--- src/rtl/bkpt_pkg.sv ---
`timescale 1ns/1ps
package bkpt_pkg;

  typedef enum logic [2:0] {
    ST_IDLE    = 3'd0,
    ST_WAIT_L1 = 3'd1,
    ST_HIT_L1  = 3'd2,
    ST_WAIT_L2 = 3'd3,
    ST_HIT_L2  = 3'd4
  } bkptStatE;

  localparam logic [2:0] SEL_PC_VAL  = 3'd0;
  localparam logic [2:0] SEL_PC_MASK = 3'd1;
  localparam logic [2:0] SEL_RNG_LO  = 3'd2;
  localparam logic [2:0] SEL_RNG_HI  = 3'd3;
  localparam logic [2:0] SEL_DAT_VAL = 3'd4;
  localparam logic [2:0] SEL_DAT_MSK = 3'd5;
  localparam logic [2:0] SEL_TDEF    = 3'd6;

  localparam int NUM_CMP  = 3;
  localparam int CMP_PC   = 0;
  localparam int CMP_RNG  = 1;
  localparam int CMP_DAT  = 2;

  localparam int RESP_W   = 2;
  localparam int RESP_LSB = 0;
  localparam int TWO_BIT  = 2;
  localparam int L1_LSB   = 3;
  localparam int L2_LSB   = L1_LSB + NUM_CMP;

  // Strobes from datapath to control
  typedef struct packed {
    logic              tdefWrite;
    logic              newArm;
    logic              twoLevel;
    logic              l1Hit;
    logic              l2Hit;
    logic [RESP_W-1:0] resp;
  } ctrlStrobeT;

endpackage

--- src/rtl/bkpt_datapath.sv ---
`timescale 1ns/1ps
module bkpt_datapath
  import bkpt_pkg::*;
#(
  parameter int ADDR_W = 32,
  parameter int DATA_W = 32,
  parameter int CFG_W  = 32
) (
  input  logic              clk,
  input  logic              rstN,
  input  logic              cfgWe,
  input  logic [2:0]        cfgSel,
  input  logic [CFG_W-1:0]  cfgData,
  input  logic              busValid,
  input  logic [ADDR_W-1:0] pcAddr,
  input  logic [ADDR_W-1:0] opAddr,
  input  logic [DATA_W-1:0] opData,
  output ctrlStrobeT        strb
);

  logic [ADDR_W-1:0]  pcVal, pcMask, rngLo, rngHi;
  logic [DATA_W-1:0]  datVal, datMask;
  logic [RESP_W-1:0]  respCode;
  logic               twoLevel;
  logic [NUM_CMP-1:0] l1En, l2En;
  logic [NUM_CMP-1:0] cmpHit;

  always_ff @(posedge clk) begin
    if (!rstN) begin
      pcVal    <= '0;
      pcMask   <= '0;
      rngLo    <= '0;
      rngHi    <= '0;
      datVal   <= '0;
      datMask  <= '0;
      respCode <= '0;
      twoLevel <= 1'b0;
      l1En     <= '0;
      l2En     <= '0;
    end else if (cfgWe) begin
      case (cfgSel)
        SEL_PC_VAL:  pcVal   <= cfgData[ADDR_W-1:0];
        SEL_PC_MASK: pcMask  <= cfgData[ADDR_W-1:0];
        SEL_RNG_LO:  rngLo   <= cfgData[ADDR_W-1:0];
        SEL_RNG_HI:  rngHi   <= cfgData[ADDR_W-1:0];
        SEL_DAT_VAL: datVal  <= cfgData[DATA_W-1:0];
        SEL_DAT_MSK: datMask <= cfgData[DATA_W-1:0];
        SEL_TDEF: begin
          respCode <= cfgData[RESP_LSB +: RESP_W];
          twoLevel <= cfgData[TWO_BIT];
          l1En     <= cfgData[L1_LSB +: NUM_CMP];
          l2En     <= cfgData[L2_LSB +: NUM_CMP];
        end
        default: ;
      endcase
    end
  end

  // One comparator per slot; the slot index picks the variant
  for (genvar gi = 0; gi < NUM_CMP; gi++) begin : g_cmp
    if (gi == CMP_PC) begin : g_pc
      assign cmpHit[gi] = ((pcAddr ^ pcVal) & pcMask) == '0;
    end else if (gi == CMP_RNG) begin : g_rng
      assign cmpHit[gi] = (opAddr >= rngLo) && (opAddr <= rngHi);
    end else begin : g_dat
      assign cmpHit[gi] = ((opData ^ datVal) & datMask) == '0;
    end
  end

  always_comb begin
    strb.tdefWrite = cfgWe && (cfgSel == SEL_TDEF);
    strb.newArm    = |cfgData[L1_LSB +: NUM_CMP];
    strb.twoLevel  = twoLevel;
    strb.l1Hit     = busValid && |(cmpHit & l1En);
    strb.l2Hit     = busValid && |(cmpHit & l2En);
    strb.resp      = respCode;
  end


  range_top_chk: assert property (@(posedge clk) disable iff (!rstN)
    (busValid && l1En == 3'b010 && rngLo == rngHi && opAddr == rngHi) |-> strb.l1Hit);

endmodule

--- src/rtl/bkpt_control.sv ---
`timescale 1ns/1ps
module bkpt_control
  import bkpt_pkg::*;
(
  input  logic              clk,
  input  logic              rstN,
  input  ctrlStrobeT        strb,
  output bkptStatE          status,
  output logic              trigPulse,
  output logic [RESP_W-1:0] trigAction
);

  always_ff @(posedge clk) begin
    if (!rstN) begin
      status     <= ST_IDLE;
      trigPulse  <= 1'b0;
      trigAction <= '0;
    end else begin
      trigPulse  <= 1'b0;
      trigAction <= '0;
      if (strb.tdefWrite) begin
        status <= strb.newArm ? ST_WAIT_L1 : ST_IDLE;
      end else begin
        case (status)
          ST_WAIT_L1: if (strb.l1Hit) begin
            if (strb.twoLevel) begin
              status <= ST_WAIT_L2;
            end else begin
              status     <= ST_HIT_L1;
              trigPulse  <= 1'b1;
              trigAction <= strb.resp;
            end
          end
          ST_WAIT_L2: if (strb.l2Hit) begin
            status     <= ST_HIT_L2;
            trigPulse  <= 1'b1;
            trigAction <= strb.resp;
          end
          default: ;
        endcase
      end
    end
  end


  single_pulse_chk: assert property (@(posedge clk) disable iff (!rstN)
    trigPulse |=> !trigPulse);


  pulse_status_chk: assert property (@(posedge clk) disable iff (!rstN)
    trigPulse |-> (status == ST_HIT_L1 || status == ST_HIT_L2));


  arm_order_chk: assert property (@(posedge clk) disable iff (!rstN)
    (status == ST_HIT_L2 && $past(status) != ST_HIT_L2) |-> $past(status) == ST_WAIT_L2);


  tdef_restart_chk: assert property (@(posedge clk) disable iff (!rstN)
    $past(strb.tdefWrite) |-> (!trigPulse && (status == ST_IDLE || status == ST_WAIT_L1)));

endmodule

--- src/rtl/bkpt_trigger_unit.sv ---
`timescale 1ns/1ps
module bkpt_trigger_unit
  import bkpt_pkg::*;
#(
  parameter int ADDR_W = 32,
  parameter int DATA_W = 32,
  parameter int CFG_W  = 32
) (
  input  logic              clk,
  input  logic              rstN,
  input  logic              cfgWe,
  input  logic [2:0]        cfgSel,
  input  logic [CFG_W-1:0]  cfgData,
  input  logic              busValid,
  input  logic [ADDR_W-1:0] pcAddr,
  input  logic [ADDR_W-1:0] opAddr,
  input  logic [DATA_W-1:0] opData,
  input  logic              traceBusy,
  input  logic [3:0]        traceData,
  output logic              trigPulse,
  output logic [1:0]        trigAction,
  output logic [3:0]        ddataOut,
  output logic [3:0]        statusOut
);

  ctrlStrobeT strb;
  bkptStatE   status;

  bkpt_datapath #(.ADDR_W(ADDR_W), .DATA_W(DATA_W), .CFG_W(CFG_W)) i_dp (
    .clk(clk), .rstN(rstN), .cfgWe(cfgWe), .cfgSel(cfgSel), .cfgData(cfgData),
    .busValid(busValid), .pcAddr(pcAddr), .opAddr(opAddr), .opData(opData),
    .strb(strb)
  );

  bkpt_control i_ctl (
    .clk(clk), .rstN(rstN), .strb(strb), .status(status),
    .trigPulse(trigPulse), .trigAction(trigAction)
  );

  assign statusOut = {1'b0, status};
  assign ddataOut  = traceBusy ? traceData : statusOut;


  pulse_needs_valid_chk: assert property (@(posedge clk) disable iff (!rstN)
    trigPulse |-> $past(busValid));

endmodule

--- config.mk ---
export PLATFORM = sky130hd
export DESIGN_NAME = bkpt_trigger_unit
export DESIGN_NICKNAME = d
export VERILOG_FILES = /design/src/rtl/bkpt_pkg.sv /design/src/rtl/bkpt_datapath.sv /design/src/rtl/bkpt_control.sv /design/src/rtl/bkpt_trigger_unit.sv
export SDC_FILE = /design/constraint.sdc
export NUM_CORES = 1
export LEC_CHECK = 0
export BUFFER_PORTS_ARGS = -buffer_cell sky130_fd_sc_hd__buf_2
export CAP_MARGIN = 20
export CORE_MARGIN = 3
export CORE_UTILIZATION = 45
export DETAILED_ROUTE_END_ITERATION = 8
export PLACE_DENSITY = 0.65
export SYNTH_ARGS = -nofsm -noshare
export SYNTH_HDL_FRONTEND = slang
export SYNTH_SLANG_ARGS = --single-unit
--- constraint.sdc ---
create_clock -name clk -period 3.24 [get_ports clk]
set_input_delay 0.648 -clock clk [delete_from_list [all_inputs] [get_ports clk]]
set_output_delay 0.648 -clock clk [all_outputs]
set_load 0.01 [all_outputs]
==> results <==
- The run finished with clean final reports.
- The boundary pin count is 151.
- The post-route clock period utilization is 77.5%.
- At the worst endpoint, the required time is 3.66 ns.
- The die is 157 um wide.
- Of the total power, the clock network draws 46.2%.
- The worst relative slew slack is 53.4%.
- The HPWL reported at the end of detailed placement is 20.3 mm.
- Entering global routing, the biggest net connects 91 pins.
- The TritonCTS clock tree is done.
- The launching element of the worst setup path is i_dp.rngLo[13]$_SDFFE_PN0P_.
- Of the total power, the share spent switching nets is 24.1%.
- In the final routed layout, each cell accounts on average for 17.2 um.
- Each instance of the synthesized netlist takes up on average 8.10 um^2.
- The synthesized flop and latch total is 207.
- The remaining number of nets flagged by the antenna check after routing is 0.
- The clock passes through at most 3 buffers.
- The final routed DRC violation total is 0.
- The total number of clock tree sinks is 207.
- The number of instances in the synthesized netlist is 1263.
- For this run, the total global-route usage over all layers was measured as 23.2%.
- Routability-driven placement finished with a final weighted congestion of 0.852.
- The signal arrival time at the worst endpoint is 2.94 ns.
- In the detailed route, the total length drawn on met3 is 1.57 mm.
- The wire length on met1 is 13.3 mm.
- The final instance area is 12000 um^2.
- The number of rows created at floorplan is 54.
- For this run, the post-layout net count is 1590.
- The number of gates resized after cts is 0.
- Setup repair after global routing left no endpoint under its margin.
- The number of antenna diodes in the final layout is 0.
- Summed over all instances, the cell type with the most area after synthesis is sky130_fd_sc_hd__dfxtp_1.
- The sort of element at the end of the critical path is a flop.
- Setup violations remaining at the end of the flow were counted as 0.
- For this run, asynchronously set or reset flops after synthesis account for 0%.
- The leading register cell type out of synthesis is sky130_fd_sc_hd__dfxtp_1.
- The reported leakage power is 4.62 nW.
- By area the synthesized netlist is led by sky130_fd_sc_hd__dfxtp_1, sky130_fd_sc_hd__nand2_1, sky130_fd_sc_hd__a21boi_0.
- The count of buffers added on input and output ports is 149.
- The net switching power figure is 1.44 mW.
- After clock tree synthesis, the clock-pin slew on the worst setup and hold paths is 0.06 ns.
- Clock latency on the worst-skew pair, taken at its later pin, is 0.51 ns.
- The setup skew after layout is 0.00888 ns.
- The first global-routing pass estimated 44.9 mm of wire.
- The share of Yosys cell area claimed by the top area cell type is 40.5%.
- The die is 157 um tall.
- The class of the worst hold path is reg -> reg.
- The placed instances occupy a cell area of 11200 um^2.
- By startpoint and endpoint, the worst setup path is classified as reg -> reg.
- The sequential group share of total power is 43.9%.
- The internal power contribution is 4.54 mW.
- After the first detailed-routing iteration, the DRC count stood at 506.
- The number of unique standard cell types used by synthesis is 44.
- The H-tree depth reported by CTS is 1.
- During synthesis, Yosys emitted a total of 0 warnings.
- Once the floorplan was initialized, standard cells occupied 46.3% of the core.
- The minimum setup slack among reg-to-reg paths is 0.73 ns.
- The core region is 22100 um^2.
- After detailed routing, the number of vias per cell comes to 5.16.
- The fmax is 0.398 GHz.
- Clock tree synthesis inserted a total of 24 buffers.
- The first-pass iteration count of the detailed router is 6.
- The worst-case IR drop observed on VDD is 0.404 mV.
- After detailed routing, the met2 layer carries 13.1 mm of wire.
- The worst hold path begins at i_dp.rngHi[6]$_SDFFE_PN0P_.
- The count of final hold-check violations is 0.
- The initial antenna violation count was 0.
- The overall overflow remaining after global route is 0.
- The post-synthesis sequential area ratio is 40.5%.
- Counting every net in the synthesized netlist gives 1467.
- Fill cells in the final layout number 2108.
- On the final layout, the worst hold slack is 0.454 ns.
- Of all nets on the critical path, the largest fanout is 3.
- The via count of the first global-routing pass came to 8335.
- Compared with the post-synthesis result, the final layout area differs by 17.6%.
- The transition at the pin with the smallest max-transition slack is 0.699 ns.
- The total of hold buffers inserted after clock tree synthesis is 0.
- The number of enable flip-flop cells after synthesis is 0.
- After synthesis the cells add up to 10200 um^2.
- The max capacitance violation total is 0.
- The startpoint identified for the worst register-to-register timing path is i_dp.rngLo[13]$_SDFFE_PN0P_.
- Summed over all failing endpoints, the final setup total negative slack is 0 ns.
- The fraction of layout instances using a drive strength above 1 is 15.3%.
- The clock tree root buffer cell is sky130_fd_sc_hd__clkbuf_16.
- STA classifies the critical path startpoint as a flop.
- The routed layout has 8681 vias.
- The top routing layer in use is met4.
- The share of total power in combinational logic is 9.8%.
- The area enclosed by the die boundary is 24600 um^2.
- Buffers added to address setup during post-CTS repair amount to 0.
- The number of pins with negative max-slew slack in the final report was 0.
- The clock period could shrink to 2.51 ns.
- Power spread over the standard cell area amounts to 497 nW/um^2.
- Summed over all layers, the routed wires come to 28.9 mm.
==> worst max-delay path, cell delays in order, from the launching register on <==
cell and delay (ns):
sky130_fd_sc_hd__dfxtp_1 0.33, sky130_fd_sc_hd__inv_1 0.06, sky130_fd_sc_hd__ha_1 0.30, sky130_fd_sc_hd__nand4_1 0.11
sky130_fd_sc_hd__nor3_1 0.37, sky130_fd_sc_hd__nand4_1 0.17, sky130_fd_sc_hd__o21ai_1 0.25, sky130_fd_sc_hd__a21oi_2 0.12
sky130_fd_sc_hd__o31ai_2 0.30, sky130_fd_sc_hd__a31oi_1 0.18, sky130_fd_sc_hd__nor3b_1 0.23
==> final timing paths <==
kind,end,depth (start not counted)
setup reg to reg,i_ctl.trigAction[0]$_SDFF_PP0_,10
setup / recovery,i_ctl.trigAction[0]$_SDFF_PP0_,10
hold reg to reg,i_dp.rngHi[6]$_SDFFE_PN0P_,2
hold / removal,i_dp.rngHi[6]$_SDFFE_PN0P_,2
==> cells in the final DEF (no fill, tap or decap), types with 4 or more instances in the layout <==
cell type	instances
sky130_fd_sc_hd__nand4_1	19
sky130_fd_sc_hd__buf_4	18
sky130_fd_sc_hd__clkbuf_16	25
sky130_fd_sc_hd__a21oi_1	23
sky130_fd_sc_hd__a221oi_1	5
sky130_fd_sc_hd__clkbuf_8	6
sky130_fd_sc_hd__a21o_1	4
sky130_fd_sc_hd__nor4_1	4
sky130_fd_sc_hd__ha_1	64
sky130_fd_sc_hd__dfxtp_1	207
sky130_fd_sc_hd__buf_2	148
sky130_fd_sc_hd__xor2_1	64
sky130_fd_sc_hd__clkbuf_1	5
sky130_fd_sc_hd__nand2_1	424
sky130_fd_sc_hd__a22oi_1	34
sky130_fd_sc_hd__nor2b_1	4
sky130_fd_sc_hd__o21ai_0	10
sky130_fd_sc_hd__a21boi_1	7
sky130_fd_sc_hd__nor2_1	10
sky130_fd_sc_hd__a21boi_0	194
sky130_fd_sc_hd__nand3_1	11
sky130_fd_sc_hd__inv_1	67
==> cell usage after synthesis, types with 2 or more instances <==
library cell / count
sky130_fd_sc_hd__nand2_1: 424
sky130_fd_sc_hd__a21oi_1: 23
sky130_fd_sc_hd__a21boi_0: 194
sky130_fd_sc_hd__buf_4: 3
sky130_fd_sc_hd__and4_1: 3
sky130_fd_sc_hd__o21ai_0: 10
sky130_fd_sc_hd__a221oi_1: 5
sky130_fd_sc_hd__ha_1: 64
sky130_fd_sc_hd__and2_1: 3
sky130_fd_sc_hd__nor2_1: 11
sky130_fd_sc_hd__nand2b_1: 2
sky130_fd_sc_hd__xor2_1: 64
sky130_fd_sc_hd__a31oi_1: 2
sky130_fd_sc_hd__nor2b_1: 4
sky130_fd_sc_hd__nor3b_1: 3
sky130_fd_sc_hd__nand3_1: 11
sky130_fd_sc_hd__a21o_1: 4
sky130_fd_sc_hd__a21boi_1: 7
sky130_fd_sc_hd__and3_1: 3
sky130_fd_sc_hd__mux2_2: 2
sky130_fd_sc_hd__nand4_1: 19
sky130_fd_sc_hd__o21ai_1: 3
sky130_fd_sc_hd__nor3_1: 4
sky130_fd_sc_hd__nor4_1: 4
sky130_fd_sc_hd__clkbuf_1: 66
sky130_fd_sc_hd__a211oi_1: 2
sky130_fd_sc_hd__inv_1: 67
sky130_fd_sc_hd__a22oi_1: 34
sky130_fd_sc_hd__dfxtp_1: 207
==> cell type report <==
class / count / area (um^2) / share of cell area [%]
clock buffer: 36 / 727 / 6.05
clock inverter: 7 / 91.3 / 0.760
inverter: 67 / 251 / 2.09
multi-input combinational: 919 / 5560 / 46.3
sequential: 207 / 4140 / 34.5
tap: 280 / 350 / 2.91
timing repair buffer: 167 / 896 / 7.45
==> state kept, by name (all words and copies together) (netlist names) <==
signal            count
i_ctl.status          3
i_ctl.trigAction      2
i_ctl.trigPulse       1
i_dp.datMask         32
i_dp.datVal          32
i_dp.l1En             3
i_dp.l2En             3
i_dp.pcMask          32
i_dp.pcVal           32
i_dp.respCode         2
i_dp.rngHi           32
i_dp.rngLo           32
i_dp.twoLevel         1
==> power by group through the flow <==
| stage | Combinational (mW) | Sequential, mW | Clock [mW] |
|---|---|---|---|
| 2_1_floorplan | 0.309 | 2.68 | 0 |
| 3_3_place_gp | 0.580 | 2.68 | 0 |
| 3_5_place_dp | 0.587 | 2.68 | 0 |
| 4_1_cts | 0.590 | 2.63 | 2.81 |
| 5_1_grt | 0.654 | 2.63 | 2.92 |
| 6_report | 0.588 | 2.63 | 2.76 |
==> per-stage QoR <==
step           setup slack [ns]  util [%]  instances  power (mW)
6_report                  0.728      54.4       1683        5.98
2_1_floorplan             0.767         -       1263        2.98
3_3_place_gp              0.418      50.7       1640        3.26
5_1_grt                   0.537      54.4       1683        6.21
3_5_place_dp              0.392      50.7       1640        3.27
4_1_cts                   0.774      54.4       1683        6.03
==> kinds of logic after synthesis <==
| group | share of synthesized area (%) |
|---|---|
| XOR/XNOR | 5.48 |
| multiplexers | 0.220 |
| buffers and inverters | 5.15 |
| other | 0.0367 |
| flip-flops | 40.5 |
| AO/OA/AOI/OAI | 21.1 |
| adder cells (fa/ha/maj) | 7.83 |
| AND/OR/NAND/NOR | 19.7 |
==> routing by layer <==
metal | global-route usage [%] | vias to the layer above
met5 | 0 | -
met3 | 2.90 | 51
li1 | - | 4433
met2 | 38.0 | 230
met4 | 6.92 | 0
met1 | 32.1 | 3967
No activity file was read; power rests on OpenSTA's default activity.
